$ cat src/rtl/pwin_pkg.sv
package pwin_pkg;
  typedef enum logic [1:0] {
    PH_IDLE  = 2'd0,
    PH_WRITE = 2'd1,
    PH_WIN   = 2'd2
  } phase_t;
endpackage

$ cat src/rtl/pwin_ring.sv
// Rotating base offset and saturating count of filled history blocks.
module pwin_ring #(
  parameter int NSUB  = 32,
  parameter int NHIST = 16,
  localparam int DEPTH = NSUB * NHIST,
  localparam int AW    = $clog2(DEPTH),
  localparam int FW    = $clog2(NHIST + 1)
) (
  input  logic          clk,
  input  logic          rst,
  input  logic          adv,
  output logic [AW-1:0] base,
  output logic [FW-1:0] fill
);
  always_ff @(posedge clk) begin
    if (rst) begin
      base <= '0;
      fill <= '0;
    end else if (adv) begin
      base <= base - AW'(NSUB);
      if (fill != FW'(NHIST)) fill <= fill + 1'b1;
    end
  end
endmodule

$ cat src/rtl/pwin_seq.sv
// Phase control: write phase counter, then j-outer / m-inner term loop.
module pwin_seq
  import pwin_pkg::*;
#(
  parameter int NSUB  = 32,
  parameter int NHIST = 16,
  localparam int SW = $clog2(NSUB),
  localparam int HW = $clog2(NHIST)
) (
  input  logic          clk,
  input  logic          rst,
  input  logic          blk_new,
  input  logic          mtx_valid,
  output logic          adv,
  output logic          wr_fire,
  output logic [SW-1:0] wcnt,
  output logic          term_fire,
  output logic [SW-1:0] j,
  output logic [HW-1:0] m,
  output logic          term_last,
  output logic          slot_last
);
  phase_t phase;

  assign adv       = (phase == PH_IDLE) && blk_new;
  assign wr_fire   = (phase == PH_WRITE) && mtx_valid;
  assign term_fire = (phase == PH_WIN);
  assign term_last = (m == HW'(NHIST - 1));
  assign slot_last = term_last && (j == SW'(NSUB - 1));

  always_ff @(posedge clk) begin
    if (rst) begin
      phase <= PH_IDLE;
      wcnt  <= '0;
      j     <= '0;
      m     <= '0;
    end else begin
      case (phase)
        PH_IDLE: begin
          if (blk_new) begin
            phase <= PH_WRITE;
            wcnt  <= '0;
          end
        end
        PH_WRITE: begin
          if (mtx_valid) begin
            wcnt <= wcnt + 1'b1;
            if (wcnt == SW'(NSUB - 1)) begin
              phase <= PH_WIN;
              j     <= '0;
              m     <= '0;
            end
          end
        end
        PH_WIN: begin
          if (term_last) begin
            m <= '0;
            j <= j + 1'b1;
            if (slot_last) phase <= PH_IDLE;
          end else begin
            m <= m + 1'b1;
          end
        end
        default: phase <= PH_IDLE;
      endcase
    end
  end
endmodule

$ cat src/rtl/pwin_addr_gen.sv
// Top: registered buffer / ROM addresses and MAC controls.
module pwin_addr_gen #(
  parameter int NSUB  = 32,
  parameter int NHIST = 16,
  localparam int DEPTH = NSUB * NHIST,
  localparam int AW    = $clog2(DEPTH),
  localparam int SW    = $clog2(NSUB),
  localparam int HW    = $clog2(NHIST),
  localparam int FW    = $clog2(NHIST + 1)
) (
  input  logic          clk,
  input  logic          rst,
  input  logic          blk_new,
  input  logic          mtx_valid,
  output logic [AW-1:0] buf_addr,
  output logic          buf_we,
  output logic [AW-1:0] rom_addr,
  output logic          mac_clr,
  output logic          mac_acc,
  output logic          mac_neg,
  output logic          pcm_valid,
  output logic          slot_done
);
  logic [AW-1:0] base;
  logic [FW-1:0] fill;
  logic          adv, wr_fire, term_fire, term_last, slot_last;
  logic [SW-1:0] wcnt, j, idx;
  logic [HW-1:0] m;
  logic [AW-1:0] blk_off;
  logic          last_q, slot_q;

  pwin_ring #(.NSUB(NSUB), .NHIST(NHIST)) u_ring (
    .clk(clk), .rst(rst), .adv(adv), .base(base), .fill(fill)
  );

  pwin_seq #(.NSUB(NSUB), .NHIST(NHIST)) u_seq (
    .clk(clk), .rst(rst), .blk_new(blk_new), .mtx_valid(mtx_valid),
    .adv(adv), .wr_fire(wr_fire), .wcnt(wcnt), .term_fire(term_fire),
    .j(j), .m(m), .term_last(term_last), .slot_last(slot_last)
  );

  // Odd history blocks supply the mirrored half of the 64-value vector.
  assign idx     = m[0] ? (SW'(NSUB - 1) - j) : j;
  assign blk_off = AW'(m) * AW'(NSUB);

  always_ff @(posedge clk) begin
    if (rst) begin
      buf_addr  <= '0;
      buf_we    <= 1'b0;
      rom_addr  <= '0;
      mac_clr   <= 1'b0;
      mac_acc   <= 1'b0;
      mac_neg   <= 1'b0;
      last_q    <= 1'b0;
      slot_q    <= 1'b0;
      pcm_valid <= 1'b0;
      slot_done <= 1'b0;
    end else begin
      buf_we    <= wr_fire;
      mac_clr   <= term_fire && (m == '0);
      mac_acc   <= term_fire && (FW'(m) < fill);
      mac_neg   <= term_fire && m[0];
      last_q    <= term_fire && term_last;
      slot_q    <= term_fire && slot_last;
      pcm_valid <= last_q;
      slot_done <= slot_q;
      if (wr_fire) begin
        buf_addr <= base + AW'(wcnt);
      end else if (term_fire) begin
        buf_addr <= base + blk_off + AW'(idx);
        rom_addr <= AW'(j) + blk_off;
      end
    end
  end
endmodule

$ cat config.mk
export PLATFORM = sky130hd
export DESIGN_NAME = pwin_addr_gen
export DESIGN_NICKNAME = d
export VERILOG_FILES = /design/src/rtl/pwin_pkg.sv /design/src/rtl/pwin_ring.sv /design/src/rtl/pwin_seq.sv /design/src/rtl/pwin_addr_gen.sv
export SDC_FILE = /design/constraint.sdc
export NUM_CORES = 1
export LEC_CHECK = 0
export ABC_AREA = 1
export BUFFER_PORTS_ARGS = -buffer_cell sky130_fd_sc_hd__buf_2
export CAP_MARGIN = 20
export CORE_MARGIN = 2
export CORE_UTILIZATION = 58
export CTS_CLUSTER_DIAMETER = 30
export CTS_CLUSTER_SIZE = 40
export DETAILED_ROUTE_END_ITERATION = 10
export GPL_TIMING_DRIVEN = 0
export PLACE_DENSITY = 0.85
export SETUP_SLACK_MARGIN = 0.5
export SLEW_MARGIN = 20
export SYNTH_ARGS = -nofsm -noshare
export SYNTH_HDL_FRONTEND = slang
export SYNTH_SLANG_ARGS = --single-unit
$ cat constraint.sdc
create_clock -name clk -period 1.55 [get_ports clk]
set_input_delay 0.2325 -clock clk [delete_from_list [all_inputs] [get_ports clk]]
set_output_delay 0.2325 -clock clk [all_outputs]
set_load 0.02 [all_outputs]
==> results.toml, run 1 <==
[clock_network]
cts.sinks = 51
cts-root-buf = "clkbuf_8"
cts_buffers = 5
postCtsHoldBufs = 0
h-tree-depth = 2
cts_buffer_depth = 2

[synthesis]
synth-main-ff-cell = "dfxtp_1"
synth_top_area_share_pct = 41.4
ys_seq_elements = 51
yosys_warnings = 0
postSynthNetCount = 338
netlist-cell-type-count = 33
synthTopCellsByArea = "dfxtp_1 41%, nand2_1 11%, ha_1 7.6%, a21oi_1 5.5%, inv_1 5.3%"
synth_edf_count = 0
postSynthAreaPerCell_um2 = 7.75
syn_inst = 318
syn_area_um2 = 2460
yosysTopAreaCell = "dfxtp_1"
synthArstFlopShare_pct = 0
yosysSeqAreaShare_pct = 41.4

[placed_design]
dpl.hpwl_mm = 4.00
pre_cts_ws_ns = -0.00151
placed_cell_area_um2 = 2750
portBuffers = 27
gp_congestion = 0.861

[floorplanning]
placementRows = 23
start_util_pct = 60.7
io_pins = 28
die_h_um = 69.2
die_w_um = 69.2

[run_status]
stop_stage = "global routing"
run_status = "stopped before the end"
tool.error = "[ERROR DPL-0038] Utilization greater than 100%, impossible to legalize"

[timing]
endpoint_type = "register input"
worst_endpoint = "u_seq.phase[0]$_SDFFE_PP0P_/D"

[global_route]
grt_max_degree = 17
cell usage after synthesis (3+ instances only):
cell	instances
inv_1	35
xor2_1	3
a21oi_1	27
dfxtp_1	51
inv_2	5
buf_2	3
ha_1	15
o211ai_1	3
nor2_1	28
o21ai_0	20
nand2_4	4
o22ai_1	3
nand2_2	3
nand2_1	69
xnor2_1	6
nor2_4	4
nand3_1	16
timing repair:
item | in CTS
gates resized for setup | 107
pin swaps | 27
setup endpoints to repair | 60
setup buffers | 35
cloned | 2
per-stage QoR:
stage / setup TNS (ns) / utilization (%) / cells / hold WS [ns]
3_3_place_gp: 0 / 67.7 / 395 / 0.392
4_1_cts: 0 / 86.9 / 440 / 0.185
2_1_floorplan: 0 / - / 318 / 0.294
3_5_place_dp: -0.00151 / 67.7 / 395 / 0.397
cells by family after synthesis:
kind of cell | synth area share (%)
compound gates | 13.1
xor+xnor | 3.20
fa+ha+maj | 8.43
buf+inv | 7.97
flops | 41.4
simple gates | 25.9
==> run 2: changes to the inputs <==
- CORE_UTILIZATION: 58 -> 40
- CTS_CLUSTER_DIAMETER: 30 -> not set
- CTS_CLUSTER_SIZE: 40 -> not set
- PLACE_DENSITY: 0.85 -> not set
- PLACE_DENSITY_LB_ADDON: not set -> 0.15
- SETUP_SLACK_MARGIN: 0.5 -> not set
==> run 2 against run 1 <==
The flow now finishes without violations. Synthesized cell count did not move. Area after synthesis is the same.
==> results.toml, run 2 <==
[hold_path]
min_path_type = "input port to flop"

[synthesis]
yosysSeqAreaShare_pct = 41.4
synthArstFlopShare_pct = 0
postSynthAreaPerCell_um2 = 7.75
synth_edf_count = 0
netlist-cell-type-count = 33
synth_top_area_share_pct = 41.4
synth_commonest_cells = "69 x nand2_1, 51 x dfxtp_1, 35 x inv_1"
syn_inst = 318
synthTopCellsByArea = "dfxtp_1 41%, nand2_1 11%, ha_1 7.6%, a21oi_1 5.5%, inv_1 5.3%"
synth-main-ff-cell = "dfxtp_1"
ys_seq_elements = 51
yosysTopAreaCell = "dfxtp_1"
yosys_warnings = 0
postSynthNetCount = 338
syn_area_um2 = 2460
synth.most_common_cell = "nand2_1"

[clock_network]
cts_tree = "built"
cts_buffer_depth = 2
h-tree-depth = 2
cts-root-buf = "clkbuf_8"
cts_buffers = 5
cts.sinks = 51
clk_pin_slew_ns = 0.10
postCtsHoldBufs = 0
insertion_delay_ns = 0.31

[timing]
slew_headroom_pct = 60.5
clock_skew_ns = 0.00919
period_share_pct = 96.8
fmax_mhz = 667
hold_viol = 0
rsz0062_at_grt = "yes"
setup_viol = 0
finalCriticalPeriod_ns = 1.50
drv_slew = 0
worst_pin_slew_ns = 0.592

[power]
vdd_drop_max_mv = 0.513
power_density_nw_per_um2 = 1070
clkPwrFrac_pct = 26.9
seqPwrFrac_pct = 47.6
p_int_uw = 2090
comb_power_share_pct = 25.5
p_sw_share_pct = 33.5
p_switching_uw = 1060
leakage_uw = 0.00129

[global_route]
grt_usage_pct = 17.9
grt_pass1_vias = 1891
grt_pass1_wl_mm = 9.17
overflow = 0
antenna_found_initial = 0
grt_max_degree = 15

[placed_design]
gp_congestion = 0.782
placed_cell_area_um2 = 2690
placed_cells = 420
portBuffers = 27
dpl.hpwl_mm = 4.04

[layout]
drive_gt1_share_pct = 25.6
num_antenna_cells = 0
nNetsFinal = 379
layout_commonest_cell = "nand2_1"
synthToLayoutAreaGrowth_pct = 19.8
layout_common_cells = "65 x nand2_1, 43 x dfxtp_1, 33 x inv_1, 30 x buf_2, 26 x a21oi_1"
fin_area_um2 = 2950
fin_cells = 435
nFillCells = 612
top_regs = "buf_addr: 9 flops, rom_addr: 9 flops"

[floorplanning]
coreArea_um2 = 5960
start_util_pct = 41.4
die_w_um = 82.5
die-area_um2 = 6810
placementRows = 28
die_h_um = 82.5
io_pins = 28

[worst_setup_path]
criticalPathCategory = "flop to flop"
path_buf_inv = 2
crit_path_max_fanout = 3
cpMaxStageDelayCell = "dfxtp_4"
start_kind = "flop"
slowest_delay_ns = 0.38
worst_path_most_repeated_cell = "nand2_4"
cp_data_arrival_time_ns = 1.71
crit_required_ns = 1.76
critPathCaptureType = "flop"
cp_top_family = "simple AND/OR/NAND/NOR gates"
path_cells = "ha_4 > nand2_2 > nor2_2 > ha_2 > inv_2 > nand2_4 > nand2_4 > nor2_4 > nand3b_1 > nand2_1 > inv_1"

[route]
drtIter0Drc = 90
drtAntennaViolNets = 0
firstDrtPassIters = 4
routedWlPerCell_um = 13.0
vias = 2081
wirelength_mm = 5.64
drc_errors = 0
avgViaCountPerCell = 4.78

[run]
maxCapViolCount = 0

[run_status]
run_status = "completed"
==> run 2: cell counts after synthesis <==
Identical to the previous run, type by type.
==> run 2: worst register-to-register path, cell delays in order (launching register included) <==
cell	delay [ns]
dfxtp_4	0.38
ha_4	0.14
nand2_2	0.06
nor2_2	0.12
ha_2	0.21
inv_2	0.05
nand2_4	0.09
nand2_4	0.07
nor2_4	0.11
nand3b_1	0.08
nand2_1	0.07
inv_1	0.03
==> run 2: cell type report <==
type / instances / area [µm²] / share of cell area, %
timing repair buffer: 34 / 188 / 6.36
clock buffer: 8 / 100 / 3.39
buffer: 6 / 33.8 / 1.14
multi-input combinational: 219 / 1330 / 45.2
tap: 75 / 93.8 / 3.18
sequential: 51 / 1040 / 35.3
inverter: 42 / 163 / 5.51
==> run 2: routing by layer <==
metal  share of wire, %  routed length [µm]  vias to the layer above  track usage [%]
met2                 44                2510                       29             28.1
met1                 51                2850                      939             24.9
met3                3.8                 215                        7             3.26
met5                  0                   0                        -                0
li1                   -                   -                     1106                -
met4                1.3                  71                        0             5.25
==> run 2: power by group through the flow <==
stage          Combinational (µW)  Clock [µW]  Sequential, µW
3_3_place_gp                  738           0            1530
3_5_place_dp                  745           0            1530
4_1_cts                       752         873            1500
2_1_floorplan                 506           0            1570
6_report                      803         846            1500
5_1_grt                       905         912            1520
==> run 2: path summary, 6_finish.rpt <==
kind                       from        endpoint  slack, ns  cells after the start
hold / removal              rst  u_ring.base[5]       0.20                      2
setup / recovery  u_seq.wcnt[1]  u_seq.phase[0]       0.05                     11
setup reg to reg  u_seq.wcnt[1]  u_seq.phase[0]       0.05                     11
hold reg to reg          last_q       pcm_valid       0.41                      2
==> run 2: cell families after synthesis <==
group,share of synthesized area (%)
xor gates and xnor gates,3.20
and+or+nand+nor,25.9
adders and majority gates,8.43
DFF,41.4
buffers and inverters,7.97
AOI/OAI and AO/OA,13.1
==> run 2: timing repair <==
| item | in CTS | in global routing |
|---|---|---|
| setup endpoints to repair | 3 | 8 |
| pin swaps | 0 | 10 |
| buffers inserted | 0 | 7 |
| resized for setup | 6 | 28 |
==> run 2: metrics by stage <==
| step | utilization, % | worst slack [ns] | setup TNS, ns | total power (µW) | hold WS [ns] |
|---|---|---|---|---|---|
| after global routing | 49.6 | -0.0436 | -0.0700 | 3340 | 0.202 |
| final | 49.6 | 0.0499 | 0 | 3150 | 0.201 |
| after floorplan | - | 0.152 | 0 | 2080 | 0.302 |
| after global placement | 45.2 | -0.0729 | -0.126 | 2270 | 0.394 |
| after detailed placement | 45.2 | -0.0634 | -0.107 | 2270 | 0.396 |
| after CTS | 47.1 | 0.0103 | 0 | 3130 | 0.187 |
Power figures use the tool's default switching activity.
==> run 3: changes to the inputs <==
- CELL_PAD_IN_SITES_DETAIL_PLACEMENT: not set -> 1
- CELL_PAD_IN_SITES_GLOBAL_PLACEMENT: not set -> 1
==> run 3 against run 2 <==
Non-clock buffer count fell by 3. Sequential cell count stayed put. Via count grew 2.8%. Critical endpoint is now u_seq.phase[1]. Largest cell class unchanged. Largest power group unchanged.
==> results.toml, run 3 (same netlist as run 2, synthesis figures left out) <==
[worst_setup_path]
crit_end = "u_seq.phase[1]"
r2r_cells = 9
start_kind = "flop"
timing.reg2reg.setup_slack_ns = 0.09
crit_path_max_fanout = 4
r2r_end = "u_seq.phase[1]"
cpMaxStageDelayCell = "dfxtp_4"
slowest_delay_ns = 0.38
criticalPathCategory = "flop to flop"
path_cells = "ha_4 > nand2_2 > nor2_2 > ha_2 > nand4_1 > nand2_2 > inv_1 > a21oi_1 > nor2_1"
worstReg2RegStart = "u_seq.j[0]"
critPathCaptureType = "flop"
crit_required_ns = 1.73
cp_data_arrival_time_ns = 1.65
worst_path_most_repeated_cell = "nand2_2"
startpoint = "u_seq.j[0]"

[clock_network]
h-tree-depth = 2
clk_pin_slew_ns = 0.10
cts-root-buf = "clkbuf_8"
cts.sinks = 51
postCtsHoldBufs = 0
cts_buffer_depth = 2
cts_tree = "built"
insertion_delay_ns = 0.31
cts_buffers = 5

[global_route]
grt_use_met2_pct = 32.4
top_usage_layer = "met2"
overflow = 0
grt_use_met3_pct = 3.59
grt_pass1_vias = 2037
grt_usage_pct = 19.3
antenna_found_initial = 0
met1_usage_pct = 25.4
grt_max_degree = 15
grt_pass1_wl_mm = 9.85

[timing]
clock_skew_ns = 0.0111
setup_viol = 0
fmax_mhz = 683
finalHoldWorstSlack_ns = 0.200
slew_headroom_pct = 63.5
rsz0062_at_grt = "no"
drv_slew = 0
period_share_pct = 94.4
finalCriticalPeriod_ns = 1.46
hold_viol = 0
worst_pin_slew_ns = 0.547

[layout]
synthToLayoutAreaGrowth_pct = 19.1
num_antenna_cells = 0
nFillCells = 758
seqCellArea_um2 = 1040
drive_gt1_share_pct = 24.4
layout_common_cells = "64 x nand2_1, 43 x dfxtp_1, 35 x inv_1, 30 x buf_2, 27 x a21oi_1"
top_regs = "buf_addr: 9 flops, rom_addr: 9 flops"
final_util_pct = 49.3
nNetsFinal = 376
multi_input_area_um2 = 1340
layout_commonest_cell = "nand2_1"

[floorplanning]
die_h_um = 82.5
die_w_um = 82.5
placementRows = 28
die-area_um2 = 6810
start_util_pct = 41.4
io_pins = 28
coreArea_um2 = 5960

[route]
drtAntennaViolNets = 0
avgViaCountPerCell = 4.95
drc_errors = 0
drtIter0Drc = 76
firstDrtPassIters = 4
wirelength_mm = 6.21
vias = 2140
routedWlPerCell_um = 14.4

[power]
vdd_drop_max_mv = 0.533
leakage_uw = 0.00129
power_density_nw_per_um2 = 1070

[run_status]
run_status = "completed"

[run]
maxCapViolCount = 0

[placed_design]
portBuffers = 27
gp_congestion = 0.744
dpl.hpwl_mm = 4.60

[hold_path]
min_path_type = "input port to flop"
==> run 3: cell types whose count changed in the layout (fill, tap and decap cells not counted), moves of 2 or more <==
cell / before / now
buf_4: 7 / 4
inv_1: 33 / 35
ha_4: 2 / 4
nor2_2: 4 / 2
inv_2: 7 / 5
==> run 3: area by class of cell <==
cell class	count	share of cell area, %
Clock buffer	8	3.41
Inverter	42	5.54
Tap cell	75	3.20
Sequential cell	51	35.4
Timing Repair Buffer	31	5.62
Multi-Input combinational cell	219	45.7
Buffer	6	1.15
==> run 3: worst max-delay path, delay by kind of cell (launching register included) <==
| kind | cells | cell delay, ns |
|---|---|---|
| simple gates | 5 | 0.52 |
| flops | 1 | 0.38 |
| fa+ha+maj | 2 | 0.30 |
| compound gates | 1 | 0.11 |
| buf+inv | 1 | 0.05 |
==> run 3: metrics by stage <==
step / setup slack (ns) / cell area (µm²) / setup TNS (ns) / instances / power, µW
final: 0.0865 / 2940 / 0 / 432 / 3150
after CTS: 0.00424 / 2810 / 0 / 429 / 3140
after floorplan: 0.152 / 2460 / 0 / 318 / 2080
after global routing: 0.000812 / 2940 / 0 / 432 / 3340
after global placement: -0.107 / 2690 / -0.198 / 420 / 2280
after detailed placement: -0.115 / 2690 / -0.245 / 420 / 2300
==> run 3: metal layers <==
metal	vias up	part of all wire, %
met3	4	3.1
met5	-	0
met4	0	0.77
li1	1103	-
met2	29	47
met1	1004	49
==> run 3: worst min-delay path by stage <==
stage / startpoint / end / slack (ns) / depth (start not counted)
after floorplan: rst / u_ring.base[5] / 0.30 / 1
after global placement: last_q / pcm_valid / 0.39 / 2
after detailed placement: last_q / pcm_valid / 0.40 / 2
after CTS: rst / u_seq.wcnt[1] / 0.20 / 2
after global routing: rst / u_ring.base[5] / 0.21 / 2
final: rst / u_ring.base[5] / 0.20 / 2
==> run 3: repair_timing <==
action	CTS	global route
hold endpoints to repair	0	0
setup buffers	1	3
pin swaps	0	7
setup endpoints to repair	4	10
resized for setup	6	26
==> run 3: power breakdown <==
part	total, µW	internal [µW]	switching [µW]
sequential	1510	1410	94.2
clock	847	409	439
combinational	795	266	530
==> run 4: changes to the inputs <==
- PLACE_DENSITY: not set -> 0.75
- PLACE_DENSITY_LB_ADDON: 0.15 -> not set
==> run 4 against run 3 <==
Critical path depth did not move. Core utilization is 1.9 points higher. Critical path type unchanged. Largest power group unchanged. Setup slack lost 0.084 ns. Count of clock-buffer cells in the layout fell by 2. Largest cell class unchanged. Routed wire length grew 15%.
==> results.toml, run 4 (same netlist as run 2, synthesis figures left out) <==
[run]
maxCapViolCount = 0

[route]
firstDrtPassIters = 4
vias = 2254
drc_errors = 0
wirelength_mm = 7.14
routedWlPerCell_um = 16.3
avgViaCountPerCell = 5.13
drtAntennaViolNets = 0
drtIter0Drc = 78

[clock_network]
cts_buffers = 5
cts_tree = "built"
h-tree-depth = 2
insertion_delay_ns = 0.32
clk_pin_slew_ns = 0.10
cts.sinks = 51
cts-root-buf = "clkbuf_8"
cts_buffer_depth = 2
postCtsHoldBufs = 0

[timing]
hold_viol = 0
fmax_mhz = 646
clock_skew_ns = 0.00625
slew_headroom_pct = 59.5
rsz0062_at_grt = "yes"
finalCriticalPeriod_ns = 1.55
worst_pin_slew_ns = 0.607
drv_slew = 0
timing.final.ws_setup_ns = 0.00276
period_share_pct = 99.8
setup_viol = 0

[layout]
top_regs = "buf_addr: 9 flops, rom_addr: 9 flops"
final_util_pct = 51.2
layout_common_cells = "64 x nand2_1, 44 x dfxtp_1, 33 x inv_1, 30 x buf_2, 26 x a21oi_1"
synthToLayoutAreaGrowth_pct = 23.7
drive_gt1_share_pct = 27.2
multi_input_area_um2 = 1390
nNetsFinal = 383
num_antenna_cells = 0
layout_commonest_cell = "nand2_1"
nFillCells = 748
fin_area_um2 = 3050
seqCellArea_um2 = 1040

[global_route]
overflow = 0
grt_usage_pct = 20.6
grt_max_degree = 17
grt_pass1_vias = 2188
grt_pass1_wl_mm = 10.5
antenna_found_initial = 0

[worst_setup_path]
crit_path_max_fanout = 6
timing.reg2reg.setup_slack_ns = 0.003
startpoint = "u_seq.m[1]"
worstReg2RegStart = "u_seq.m[1]"
r2r_cells = 9
cp_data_arrival_time_ns = 1.82
criticalPathCategory = "flop to flop"
critPathCaptureType = "flop"
r2r_end = "u_seq.j[2]"
crit_required_ns = 1.82
start_kind = "flop"

[power]
vdd_drop_max_mv = 0.503
leakage_uw = 0.00134
power_density_nw_per_um2 = 1070

[run_status]
run_status = "completed"

[placed_design]
portBuffers = 27
pre_cts_ws_ns = -0.110
placed_cell_area_um2 = 2690
gp_congestion = 0.752
dpl.hpwl_mm = 4.66

[hold_path]
hold_depth = 2
hold-path-endpoint = "u_seq.wcnt[1]"
min_path_type = "input port to flop"
min_from = "rst"

[floorplanning]
die_w_um = 82.5
placementRows = 28
coreArea_um2 = 5960
die-area_um2 = 6810
start_util_pct = 41.4
die_h_um = 82.5
io_pins = 28
run 4: critical path, stage by stage (launching register included):
cell and delay (ns):
dfxtp_4 0.40, ha_1 0.22, nand3_1 0.24, nand2_4 0.18, nand2_4 0.08, nor2_4 0.13, nand2_1 0.08, nand2_1 0.07
nand2_1 0.05, inv_1 0.04
run 4: worst max path at each step:
stage	cells after the start	end
6_report	9	u_seq.j[2]
5_1_grt	10	u_seq.phase[0]
3_5_place_dp	9	u_seq.phase[1]
2_1_floorplan	11	u_seq.phase[0]
3_3_place_gp	9	u_seq.phase[1]
4_1_cts	9	u_seq.phase[1]
run 4: power by group:
| group | total [µW] | switching (µW) | internal [µW] |
|---|---|---|---|
| sequential | 1510 | 95.4 | 1410 |
| combinational | 884 | 577 | 307 |
| clock | 863 | 497 | 366 |
run 4: cell type report:
class / instances / share of cell area (%)
clock inverter: 2 / 0.534
multi-input combinational: 219 / 45.5
buffer: 6 / 1.11
tap: 75 / 3.08
inverter: 42 / 5.34
sequential: 51 / 34.2
timing repair buffer: 38 / 7.55
clock buffer: 6 / 2.71
run 4: metrics by stage:
step,instances,hold WS (ns),power (µW),setup TNS (ns)
4_1_cts,432,0.204,3150,0
2_1_floorplan,318,0.302,2080,0
3_5_place_dp,420,0.401,2300,-0.287
5_1_grt,439,0.206,3430,-0.294
3_3_place_gp,420,0.391,2270,-0.0939
6_report,439,0.207,3250,0
run 4: what timing repair did:
action	in CTS	in global routing
gates resized for setup	8	36
endpoints found under the setup margin	9	12
cloned	0	0
pin swaps	0	13
buffers inserted	4	8
run 4: layer usage:
layer  global-route usage, %  share of wire (%)  vias to the layer above  wire length [µm]
met2                    35.9                 50                       45              3600
met3                    3.59                3.5                        7               248
met4                    5.41                1.2                        0                85
met1                    26.3                 45                     1093              3200
met5                       0                  0                        -                 0
li1                        -                  -                     1109                 -
